## config.mk

```make
export PLATFORM = sky130hd
export DESIGN_NAME = chan_seq
export DESIGN_NICKNAME = d
export VERILOG_FILES = /design/src/rtl/chan_seq.sv
export SDC_FILE = /design/constraint.sdc
export NUM_CORES = 1
export LEC_CHECK = 0
export BUFFER_PORTS_ARGS = -buffer_cell sky130_fd_sc_hd__buf_2
export CORE_MARGIN = 5
export CORE_UTILIZATION = 49
export DETAILED_ROUTE_END_ITERATION = 16
export GPL_ROUTABILITY_DRIVEN = 0
export GPL_TIMING_DRIVEN = 0
export HOLD_SLACK_MARGIN = 0.05
export PLACE_DENSITY = 0.7
export SLEW_MARGIN = 20
export SYNTH_ARGS = -nofsm -noshare
export SYNTH_HDL_FRONTEND = slang
export SYNTH_SLANG_ARGS = --single-unit
```

## constraint.sdc

```tcl
create_clock -name clk -period 1.5 [get_ports clk]
set_input_delay 0.15 -clock clk [delete_from_list [all_inputs] [get_ports clk]]
set_output_delay 0.15 -clock clk [all_outputs]
set_load 0.05 [all_outputs]
```

## src/rtl/chan_seq.sv

```systemverilog
module chan_seq #(
  parameter int SYNC_STAGES = 2,
  parameter int DEB_CYCLES  = 8
) (
  input  logic       clk,
  input  logic       rst_n,
  input  logic       btn_a,
  input  logic       btn_b,
  output logic [2:0] chan_onehot
);
  localparam int CNT_W = $clog2(DEB_CYCLES + 1);

  logic [1:0] raw;
  logic [1:0] pressed;
  logic [1:0] rise;
  logic       step_a, step_b;
  logic [1:0] state_q, state_d;

  assign raw = {btn_b, btn_a};

  for (genvar g = 0; g < 2; g++) begin : g_btn
    logic [SYNC_STAGES-1:0] sync_q;
    logic [CNT_W-1:0]       cnt_q;
    logic                   stab_q, prev_q;

    always_ff @(posedge clk or negedge rst_n) begin
      if (!rst_n) begin
        sync_q <= '0;
        cnt_q  <= '0;
        stab_q <= 1'b0;
        prev_q <= 1'b0;
      end else begin
        sync_q <= {sync_q[SYNC_STAGES-2:0], raw[g]};
        prev_q <= stab_q;
        if (sync_q[SYNC_STAGES-1] == stab_q) begin
          cnt_q <= '0;
        end else if (cnt_q == CNT_W'(DEB_CYCLES - 1)) begin
          stab_q <= sync_q[SYNC_STAGES-1];
          cnt_q  <= '0;
        end else begin
          cnt_q <= cnt_q + 1'b1;
        end
      end
    end

    assign pressed[g] = stab_q;
    assign rise[g]    = stab_q & ~prev_q;
  end

  assign step_a = rise[0] & ~pressed[1];
  assign step_b = rise[1] & ~pressed[0];

  always_comb begin
    state_d = state_q;
    if (step_a) begin
      case (state_q)
        2'b11:   state_d = 2'b10;
        2'b01:   state_d = 2'b10;
        default: state_d = 2'b11;
      endcase
    end else if (step_b) begin
      case (state_q)
        2'b11:   state_d = 2'b01;
        2'b10:   state_d = 2'b01;
        default: state_d = 2'b11;
      endcase
    end
  end

  always_ff @(posedge clk or negedge rst_n) begin
    if (!rst_n) state_q <= 2'b11;
    else        state_q <= state_d;
  end

  always_comb begin
    case (state_q)
      2'b01:   chan_onehot = 3'b010;
      2'b10:   chan_onehot = 3'b100;
      default: chan_onehot = 3'b001;
    endcase
  end
endmodule


```

* Yosys cells after proc, flatten, opt, wreduce, memory -nomap -nowiden *
Index checks and enable logic that the tools add are counted.

storage, ports and cells
  bits in registers = 18
  input port bits = 4

cells by class
  add/sub/neg operators = 2
  equality and inequality tests = 7
  muxes and demuxes = 9
  bitwise logic cells = 10
  reduce and logical (&&, ||, !) cells = 5

operator list
  kind                 number
  $mux 4               4
  $add 4x1->4 const B  2
  $eq 4x3->1 const B   2
  $mux 2               3
  $not 1->1            6
  $pmux 3 s2           1
  $and 1x1->1          4
  $eq 2x2->1 const B   2
  $reduce_and 2->1     2
  $reduce_or 2->1      2
  $eq 1x1->1           2
  $eq 2x1->1 const B   1
  $reduce_bool 2->1    1
  $mux 1               1

* Logic depth before layout (Yosys ltp) *
Gate-level depths: netlist of run 1.

  word-level depth = 5
  gate-level depth with buffers = 4
  mapped depth without buffers = 4

* Least setup slack after synthesis of run 1 *
Ideal clock, no wire load.

  path type = register to register
  start point = register state_q[0]
  end point = register state_q[1]
  library setup time = 0.064 ns
  arrival = 1.356 ns
  required time = 1.436 ns
  setup slack = 0.080 ns
  cell stages (with the launch flop) = 5
  buffers on the path = 0
  cell sequence = dfstp_2 inv_1 ha_1 or4_1 nand3_1

on the way
  cells in the longest elaborated chain, start to end = 5
  elaborated cells on any way between the ends = 6

ends and longest elaborated chain
  what                           line  source
  start: declaration             17    logic [1:0] state_q, state_d;
  start signal: assignment       72    else state_q <= state_d;
  $eq 2x2->1                     62    case (state_q)
  $reduce_or 2->1 (no line) (*)  --
  $mux 2 (*)                     62
  $mux 2 (*)                     61    end else if (step_b) begin
  $mux 2 (*)                     55    if (step_a) begin

Mark *: on every way between the ends. The rest lies on a longest branch, timed or not. The select of a mux whose other input is x is not followed.
A chain may end at the register's enable or synchronous reset.

* Final worst setup path of run 1 *
  start point = register state_q[0]
  end point = output port chan_onehot[0]

on the way
  cells in the longest elaborated chain, start to end = 2
  elaborated cells on any way between the ends = 3

ends and longest elaborated chain
  what                                      line  source
  $eq 2x2->1 or $eq 2x1->1 (tied branches)  76    case (state_q)
  $pmux 3 s2 (*)                            76
  end: declaration                          9     output logic [2:0] chan_onehot

Mark *: on every way between the ends. The rest lies on a longest branch, timed or not.

==> results of run 1 <==
[cells by family (layout without fill, tap and decap cells)]
| kind of cell | count (synthesis) | count (layout) | share of synthesized area, % |
|---|---|---|---|
| DFF | 18 | 18 | 60.43 |
| adders and majority gates | 7 | 7 | 11.69 |
| and+or+nand+nor | 23 | 23 | 13.86 |
| muxes | 4 | 4 | 5.676 |
| xor gates and xnor gates | 4 | 4 | 4.674 |
| AOI/OAI and AO/OA | 3 | 3 | 2.670 |
| buffers and inverters | 2 | 16 | 1.002 |
[critical path, delay by kind of cell, from the launching register on]
family	cells	cell delay, ns
adders and majority gates	1	0.28
buffers and inverters	2	0.21
DFF	1	0.55
[layout make-up]
type | count | area, um^2
Tap cell | 16 | 20.02
Clock buffer | 4 | 36.28
Multi-Input combinational cell | 41 | 289.0
Fill cell | 133 | 589.3
Inverter | 2 | 7.507
Timing Repair Buffer | 10 | 76.32
Sequential cell | 18 | 452.9
[layout by cell type, fill, tap and decap left out]
cell type	instances
sky130_fd_sc_hd__nor2_1	11
sky130_fd_sc_hd__a311o_1	1
sky130_fd_sc_hd__clkbuf_4	3
sky130_fd_sc_hd__inv_2	1
sky130_fd_sc_hd__nor3_1	2
sky130_fd_sc_hd__buf_2	4
sky130_fd_sc_hd__buf_6	1
sky130_fd_sc_hd__mux2i_1	2
sky130_fd_sc_hd__nand2_1	3
sky130_fd_sc_hd__xnor2_1	4
sky130_fd_sc_hd__a21oi_1	1
sky130_fd_sc_hd__o21ai_0	1
sky130_fd_sc_hd__ha_1	7
sky130_fd_sc_hd__inv_1	1
sky130_fd_sc_hd__or4_1	1
sky130_fd_sc_hd__dfrtp_1	16
sky130_fd_sc_hd__clkbuf_8	1
sky130_fd_sc_hd__nand2b_1	1
sky130_fd_sc_hd__dlygate4sd3_1	3
sky130_fd_sc_hd__nand3_1	3
sky130_fd_sc_hd__mux2_1	2
sky130_fd_sc_hd__buf_4	2
sky130_fd_sc_hd__dfstp_2	2
sky130_fd_sc_hd__nor2b_1	2
[routing by layer]
layer	up-vias	global-route usage [%]	part of all wire [%]	wire, um
met5	-	0	0	0
met4	0	5.381	0.84	8
met3	2	1.835	4.5	43
met2	6	16.31	49	466
met1	221	11.59	46	438
li1	230	-	-	-
[power by group through the flow]
stage	clock network, mW	logic, mW	registers, mW
6_report	0.285	0.691	0.763
5_1_grt	0.316	0.781	0.787
4_1_cts	0.297	0.695	0.763
3_5_place_dp	0	0.619	0.778
3_3_place_gp	0	0.612	0.771
2_1_floorplan	0	0.531	0.749
[stage by stage]
stage / setup TNS, ns / area (um^2) / hold slack (ns)
floorplan: 0 / 749.5 / -0.1456
global placement: 0 / 799.5 / 0.08823
detailed placement: 0 / 799.5 / 0.09073
CTS: 0 / 879.6 / 0.3126
global route: -0.01015 / 882.1 / 0.3478
finish: 0 / 882.1 / 0.3028
[state kept, by name, summed over array words and instances, names as in the netlist]
| signal | flops |
|---|---|
| state_q | 2 |
| g_btn.stab_q | 2 |
| g_btn.cnt_q | 8 |
| g_btn.sync_q | 4 |
| g_btn.prev_q | 2 |
[final timing paths]
kind / from / end / cells past startpoint
min in group clk: g_btn[1].sync_q[0] / g_btn[1].sync_q[1] / 0
worst max register to register: state_q[0] / state_q[1] / 4
worst max-delay path: state_q[0] / chan_onehot[0] / 3
worst min-delay path: rst_n / g_btn[1].cnt_q[1] / 2
worst min register to register: g_btn[1].sync_q[0] / g_btn[1].sync_q[1] / 0
max in group asynchronous: rst_n / state_q[0] / 2
[what timing repair did]
| action | CTS | global route |
|---|---|---|
| hold buffers | 3 | 0 |
| pin swaps | 1 | 0 |
| setup endpoints to repair | 2 | 2 |
| hold endpoints to repair | 18 | 0 |
| setup buffers | 1 | 0 |
| gates resized for setup | 3 | 2 |
==> reports/metrics.yaml, run 1 <==
global_routing:
  grt_util_all_layers_pct: 9.764
  grt_antenna_before_repair: 0
  grt_start_max_net_pins: 19
  grt_overflow_total: 0
  first_global_vias: 495
  grt_first_pass_wirelength_mm: 1.911
logic_synthesis:
  syn_area_um2: 749.5
  yosysMostFrequentCell: "sky130_fd_sc_hd__dfrtp_1"
  synth_enable_flop_cells: 0
  yosys-top-cells-area: "sky130_fd_sc_hd__dfrtp_1 53%, sky130_fd_sc_hd__ha_1 12%, sky130_fd_sc_hd__dfstp_2 7.0%, sky130_fd_sc_hd__nor2_1 5.5%, sky130_fd_sc_hd__xnor2_1 4.7%"
  synth_cell_type_count: 17
  yosysWarningCount: 0
  synthTopCellsByCount: "16 x sky130_fd_sc_hd__dfrtp_1, 11 x sky130_fd_sc_hd__nor2_1, 7 x sky130_fd_sc_hd__ha_1, 4 x sky130_fd_sc_hd__xnor2_1"
  synth_largest_area_cell: "sky130_fd_sc_hd__dfrtp_1"
  synth-seq-area-share_pct: 60.43
  synth_top_cell_area_share_pct: 53.42
  synth_area_per_inst_um2: 12.29
  ys_async_sr_fraction_pct: 100.0
  syn-num-nets: 72
  postSynthCellCount: 61
  synth_top_flop_cell: "sky130_fd_sc_hd__dfrtp_1"
  synth.ff_latch_count: 18
timing:
  grt_setup_unrepaired: "true"
  maxClockFrequency_mhz: 680.4
  setup-violations-final: 0
  final_period_demand_of_the_worst_path_ns: 1.470
  report.final.slew_viol_count: 0
  post-route-worst-setup-slack_ns: 0.03034
  slew_limit_headroom_pct: 75.34
  worst-slew-pin-transition_ns: 0.3699
  fin_worst_skew_ns: 0.0009518
  hold_viol_final: 0
  timing.final.crit_share_pct: 97.98
pwr:
  max-vdd-ir-drop_uv: 912.3
  clkPwrFrac_pct: 16.4
  power-per-cell-area_nw_per_um2: 1973
  power_leakage_nw: 0.4437
  power.share.sequential_pct: 43.9
  share_comb_of_total_power_pct: 39.7
  cell_internal_pwr_mw: 1.074
  total_switching_power_uw: 665.9
  total_power_consumption_mw: 1.740
  switching_share_pct: 38.27
die:
  io_pins: 7
  fp.dieW_um: 49.11
  die_area_um2: 2412
  core_area_um2: 1471
  die_y_um: 49.11
  fp-row-count: 14
  initial_core_util_pct: 50.94
cts:
  htree_num_levels: 1
  clock_tree.root_cell: "sky130_fd_sc_hd__clkbuf_4"
  total_cts_buffers: 3
  cts.sink_count: 18
  clkLatencyLatePin_ns: 0.28
  clock_tree_from_tritoncts: "done"
  clk_pin_slew_worst_paths_ns: 0.10
  cts-root-to-sink-buffers: 2
worst_setup_path:
  cp_cell_sequence: "inv_2 -> ha_1 -> buf_6"
  timing.critical_path.fanout_max: 4
  setup.worst_path.start_class: "flip-flop"
  crit_required_ns: 1.35
  timing.critical_path.slowest_stage_cell: "sky130_fd_sc_hd__dfstp_2"
  timing.reg2reg.setup_slack_ns: 0.07
  slowest_delay_ns: 0.55
  arrival_time_at_the_worst_endpoint_ns: 1.32
  setup.worst_path.class: "reg -> out"
  setup.worst_path.end_class: "output port"
detailed_routing:
  remaining_drc_errors: 0
  drt_wl_total_um: 956
  drtIter0Drc: 4
  vias_per_cell: 5.044
  drt_first_pass_iters: 2
  route.antenna.remaining_nets: 0
  vias: 459
  drt-wirelength-per-cell_um: 10.51
final_layout:
  flow.area_growth_from_synthesis_pct: 17.70
  post_layout_cell_count: 91
  ratio_of_cells_with_drive_above_1_in_the_final_layout_pct: 18.67
  antenna_cells: 0
  nNetsFinal: 87
  core_util_final_pct: 59.95
placement:
  place_inst: 83
  preCtsSetupSlack_ns: 0.009177
  detail_placement_hpwl_um: 692.9
  port-buffer-count: 6
status:
  status: "finished clean"
worst_hold_path:
  timing.hold.worst.class: "in -> async"
run:
  maxCapViolations: 0
Power figures use the tool's default switching activity.
==> inputs of run 2 (changes only) <==
--- a/config.mk
+++ b/config.mk
@@ -7,12 +7,12 @@
 export LEC_CHECK = 0
 export BUFFER_PORTS_ARGS = -buffer_cell sky130_fd_sc_hd__buf_2
 export CORE_MARGIN = 5
-export CORE_UTILIZATION = 49
+export CORE_UTILIZATION = 54
 export DETAILED_ROUTE_END_ITERATION = 16
 export GPL_ROUTABILITY_DRIVEN = 0
 export GPL_TIMING_DRIVEN = 0
 export HOLD_SLACK_MARGIN = 0.05
-export PLACE_DENSITY = 0.7
+export PLACE_DENSITY = 0.74
 export SLEW_MARGIN = 20
 export SYNTH_ARGS = -nofsm -noshare
 export SYNTH_HDL_FRONTEND = slang
==> constraint.sdc (replaced) <==
create_clock -name clk -period 1.68 [get_ports clk]
set_input_delay 0.168 -clock clk [delete_from_list [all_inputs] [get_ports clk]]
set_output_delay 0.168 -clock clk [all_outputs]
set_load 0.05 [all_outputs]
==> reports/metrics.yaml, run 2 (synthesized netlist as in run 1, its figures left out) <==
worst_setup_path:
  critical_path.top_delay_family: "flip-flops"
  timing.critical_path.slowest_stage_cell: "sky130_fd_sc_hd__dfstp_2"
  crit_required_ns: 1.51
  arrival_time_at_the_worst_endpoint_ns: 1.44
  cp_cell_sequence: "inv_1 -> ha_1 -> buf_4"
  timing.critical_path.fanout_max: 4
  slowest_delay_ns: 0.57
  worstPathBufferInverterCount: 2
  setup.worst_path.start: "state_q[0]"
  setup.worst_path.end_class: "output port"
  setup.worst_path.class: "reg -> out"
  setup.worst_path.start_class: "flip-flop"
  timing.rr.start: "state_q[0]"
  worstRegToRegCells: 4
  path_depth: 3
detailed_routing:
  remaining_drc_errors: 0
  wl_met1_um: 495
  vias_per_cell: 5.146
  drt_wl_total_mm: 1.096
  dr_wl_met3_um: 51
  maxUsedRoutingLayer: "met4"
  drt-wirelength-per-cell_um: 12.31
  vias: 458
  drtIter0Drc: 13
  route.antenna.remaining_nets: 0
  wl_met2_um: 524
  drt_first_pass_iters: 4
worst_hold_path:
  timing.hold.worst.class: "in -> async"
die:
  core_area_um2: 1301
  die_y_um: 47.26
  fp.dieW_um: 47.26
  die_area_um2: 2233
  io_pins: 7
  initial_core_util_pct: 57.60
  fp-row-count: 13
timing:
  hold_viol_final: 0
  worst-slew-pin-transition_ns: 0.3761
  fin_worst_skew_ns: 0.003529
  timing.setup.tns_ns: 0
  grt_setup_unrepaired: "false"
  final_period_demand_of_the_worst_path_ns: 1.612
  timing.final.crit_share_pct: 95.94
  report.final.slew_viol_count: 0
  setup-violations-final: 0
  maxClockFrequency_mhz: 620.4
  slew_limit_headroom_pct: 74.93
cts:
  htree_num_levels: 1
  post-cts-setup-buffers: 0
  cts-root-to-sink-buffers: 2
  clock_tree.root_cell: "sky130_fd_sc_hd__clkbuf_4"
  clock_tree_from_tritoncts: "done"
  clkLatencyLatePin_ns: 0.29
  clk_pin_slew_worst_paths_ns: 0.10
  total_cts_buffers: 3
  cts.sink_count: 18
placement:
  port-buffer-count: 6
  placed_area_um2: 798.3
  detail_placement_hpwl_um: 812
status:
  status: "finished clean"
final_layout:
  largestRegisters: "g_btn.cnt_q: 8 flops, g_btn.sync_q: 4 flops"
  multi_input_area_um2: 289.0
  ratio_of_cells_with_drive_above_1_in_the_final_layout_pct: 16.22
  num-fill-cells: 109
  final_area_um2: 867.1
  largest-register: "g_btn.cnt_q"
  nNetsFinal: 86
  flow.area_growth_from_synthesis_pct: 15.69
  final_common_cell: "sky130_fd_sc_hd__dfrtp_1"
  antenna_cells: 0
  sequential_cell_area_um2: 452.9
  largest_register_ffs: 8
  layout.cells.most_common_list: "16 x sky130_fd_sc_hd__dfrtp_1, 11 x sky130_fd_sc_hd__nor2_1, 7 x sky130_fd_sc_hd__ha_1"
pwr:
  power.share.sequential_pct: 44.8
  power_leakage_nw: 0.4392
  power-per-cell-area_nw_per_um2: 1773
  max-vdd-ir-drop_uv: 896.4
  switching_share_pct: 39.80
  clkPwrFrac_pct: 17.1
  total_switching_power_uw: 611.8
  cell_internal_pwr_uw: 925.6
  share_comb_of_total_power_pct: 38.0
global_routing:
  first_global_vias: 443
  grt_overflow_total: 0
  grt_first_pass_wirelength_mm: 1.876
  grt_util_all_layers_pct: 13.19
  grt_antenna_before_repair: 0
  grt_start_max_net_pins: 19
run:
  maxCapViolations: 0
==> run 2: changes by cell type in the layout (fill, tap and decap cells not counted), sizes merged <==
cell / previous run / this run
buf: 7 / 6
==> run 2: timing repair <==
action | in CTS | in global routing
endpoints found under the hold margin | 18 | 0
hold buffers | 3 | 0
gates resized for setup | 1 | 0
endpoints found under the setup margin | 1 | 0
==> run 2: worst register-to-register path, stage by stage, from the launching register on <==
cell and delay (ns):
sky130_fd_sc_hd__dfstp_2 0.57, sky130_fd_sc_hd__inv_1 0.09, sky130_fd_sc_hd__ha_1 0.21, sky130_fd_sc_hd__or4_1 0.50, sky130_fd_sc_hd__nand3_1 0.10
==> run 2: through the flow <==
stage	setup slack (ns)	hold WS (ns)	util (%)	std cells	power [mW]
after global placement	0.2136	0.1069	61.35	82	1.230
final	0.06821	0.3166	66.63	89	1.537
after CTS	0.04860	0.3158	66.63	89	1.554
after detailed placement	0.1805	0.1062	61.35	82	1.266
after floorplan	0.2601	-0.1276	-	61	1.143
after global routing	0.01259	0.3529	66.63	89	1.646
==> run 2: per-layer routing <==
metal | track usage [%] | up-vias
met1 | 15.37 | 214
met3 | 3.448 | 4
met2 | 19.79 | 10
met4 | 11.60 | 0
met5 | 0 | -
li1 | - | 230
==> run 2: layout make-up <==
class                   instances  area share (%)
well taps                      15           2.165
repair buffers                  9           7.215
clock buffers                   4           4.185
multi-input cells              41           33.33
inverters                       2          0.8658
flip-flops and latches         18           52.24
==> run 2: worst paths after layout <==
check / end / slack [ns]
max in group asynchronous: state_q[0] / 1.05
worst min register to register: g_btn[0].sync_q[1] / 0.36
worst min-delay path: g_btn[1].cnt_q[0] / 0.32
worst max register to register: state_q[1] / 0.16
min in group clk: g_btn[0].sync_q[1] / 0.36
worst max-delay path: chan_onehot[0] / 0.07
==> run 2: power by group through the flow <==
stage          Clock, mW  Sequential [mW]  Combinational [mW]
4_1_cts            0.270            0.691               0.593
3_3_place_gp           0            0.687               0.543
2_1_floorplan          0            0.669               0.474
6_report           0.263            0.689               0.585
5_1_grt            0.287            0.712               0.647
3_5_place_dp           0            0.699               0.567
==> inputs of run 3 (changes only) <==
--- a/config.mk
+++ b/config.mk
@@ -12,7 +12,7 @@
 export GPL_ROUTABILITY_DRIVEN = 0
 export GPL_TIMING_DRIVEN = 0
 export HOLD_SLACK_MARGIN = 0.05
-export PLACE_DENSITY = 0.74
+export PLACE_DENSITY = 0.79
 export SLEW_MARGIN = 20
 export SYNTH_ARGS = -nofsm -noshare
 export SYNTH_HDL_FRONTEND = slang
==> reports/metrics.yaml, run 3 (synthesized netlist as in run 1, its figures left out) <==
status:
  status: "finished clean"
pwr:
  total_power_consumption_mw: 1.458
  power-per-cell-area_nw_per_um2: 1708
  max-vdd-ir-drop_uv: 707.5
  power_leakage_nw: 0.4318
placement:
  preCtsSetupSlack_ns: 0.2044
  placed_area_um2: 798.3
  port-buffer-count: 6
global_routing:
  grt_antenna_before_repair: 0
  grt_first_pass_wirelength_mm: 1.849
  grt_util_all_layers_pct: 12.91
  grt_start_max_net_pins: 19
  first_global_vias: 434
  grt_overflow_total: 0
timing:
  slew_limit_headroom_pct: 75.41
  setup-violations-final: 0
  timing.setup.tns_ns: 0
  maxClockFrequency_mhz: 623.8
  hold_viol_final: 0
  final_period_demand_of_the_worst_path_ns: 1.603
  timing.final.crit_share_pct: 95.42
  worst-slew-pin-transition_ns: 0.3662
  grt_setup_unrepaired: "false"
  post-route-worst-setup-slack_ns: 0.07700
  report.final.slew_viol_count: 0
  fin_worst_skew_ns: 0.002470
cts:
  clkLatencyLatePin_ns: 0.28
  cts.sink_count: 18
  clk_pin_slew_worst_paths_ns: 0.09
  htree_num_levels: 1
  cts-root-to-sink-buffers: 2
  clock_tree_from_tritoncts: "done"
  clock_tree.root_cell: "sky130_fd_sc_hd__clkbuf_4"
  total_cts_buffers: 3
detailed_routing:
  remaining_drc_errors: 0
  drt-wirelength-per-cell_um: 11.80
  drtIter0Drc: 5
  drt_wl_total_mm: 1.038
  vias_per_cell: 4.989
  route.antenna.remaining_nets: 0
  drt_first_pass_iters: 3
  vias: 439
die:
  io_pins: 7
  die_y_um: 47.26
  fp-row-count: 13
  core_area_um2: 1301
  initial_core_util_pct: 57.60
  fp.dieW_um: 47.26
  die_area_um2: 2233
final_layout:
  largest_register_ffs: 8
  antenna_cells: 0
  final_common_cell: "sky130_fd_sc_hd__dfrtp_1"
  sequential_cell_area_um2: 452.9
  largestRegisters: "g_btn.cnt_q: 8 flops, g_btn.sync_q: 4 flops"
  largest-register: "g_btn.cnt_q"
  layout.cells.most_common_list: "16 x sky130_fd_sc_hd__dfrtp_1, 11 x sky130_fd_sc_hd__nor2_1, 7 x sky130_fd_sc_hd__ha_1"
  core_util_final_pct: 65.58
  final_area_um2: 853.3
  ratio_of_cells_with_drive_above_1_in_the_final_layout_pct: 15.07
  multi_input_area_um2: 289.0
  flow.area_growth_from_synthesis_pct: 13.86
  num-fill-cells: 105
  nNetsFinal: 86
worst_hold_path:
  timing.hold.worst.class: "in -> async"
worst_setup_path:
  arrival_time_at_the_worst_endpoint_ns: 1.44
  setup.worst_path.start_class: "flip-flop"
  timing.critical_path.fanout_max: 4
  setup.worst_path.end_class: "output port"
  crit_required_ns: 1.51
  setup.worst_path.class: "reg -> out"
run:
  maxCapViolations: 0
## run 3: cell types whose count changed in the layout (fill, tap and decap cells not counted)
cell,change
sky130_fd_sc_hd__buf_4,-1
sky130_fd_sc_hd__clkbuf_8,-1
sky130_fd_sc_hd__clkbuf_4,+1
## run 3: path summary, 6_finish.rpt
path / start / to / slack, ns / cells past startpoint
setup / recovery: state_q[0] / chan_onehot[0] / 0.08 / 3
hold / removal: rst_n / g_btn[1].sync_q[0] / 0.32 / 2
setup reg to reg: state_q[0] / state_q[1] / 0.19 / 4
hold reg to reg: g_btn[0].sync_q[0] / g_btn[0].sync_q[1] / 0.37 / 0
max in group asynchronous: rst_n / state_q[0] / 1.05 / 2
min in group clk: g_btn[0].sync_q[0] / g_btn[0].sync_q[1] / 0.37 / 0
## run 3: final cells by class
type,instances,share of cell area (%)
repair buffers,9,7.331
multi-input cells,41,33.87
well taps,15,2.199
flip-flops and latches,18,53.08
inverters,2,0.8798
clock buffers,3,2.639
## run 3: report_power, final
| part | total, mW | internal [mW] | switching, mW | leakage [nW] |
|---|---|---|---|---|
| registers | 0.687 | 0.576 | 0.111 | 0.229 |
| logic | 0.570 | 0.212 | 0.358 | 0.189 |
| clock network | 0.201 | 0.0833 | 0.118 | 0.0138 |
| total | 1.46 | 0.871 | 0.587 | 0.432 |
## run 3: per-stage QoR
| step | cells | hold WS (ns) |
|---|---|---|
| CTS | 88 | 0.3262 |
| finish | 88 | 0.3157 |
| global placement | 82 | 0.1037 |
| floorplan | 61 | -0.1276 |
| global route | 88 | 0.3474 |
| detailed placement | 82 | 0.1098 |
## run 3: worst max-delay path, cell delays in order (launching register included)
cell and delay, ns:
sky130_fd_sc_hd__dfstp_2 0.56, sky130_fd_sc_hd__inv_1 0.08, sky130_fd_sc_hd__ha_1 0.29, sky130_fd_sc_hd__clkbuf_4 0.21
## run 3: per-layer routing
metal / up-vias / share of wire [%] / track usage, % / routed length (um)
met2: 8 / 45 / 19.52 / 463
met3: 5 / 4.1 / 3.448 / 43
met5: - / 0 / 0 / 0
met1: 199 / 47 / 14.74 / 491
li1: 227 / - / - / -
met4: 0 / 3.9 / 11.60 / 41
## run 3: timing repair
| action | 4_1_cts | 5_1_grt |
|---|---|---|
| hold endpoints to repair | 18 | 0 |
| buffers inserted | 0 | 0 |
| gates resized for setup | 0 | 1 |
| setup endpoints to repair | 0 | 1 |
| hold buffers | 3 | 0 |
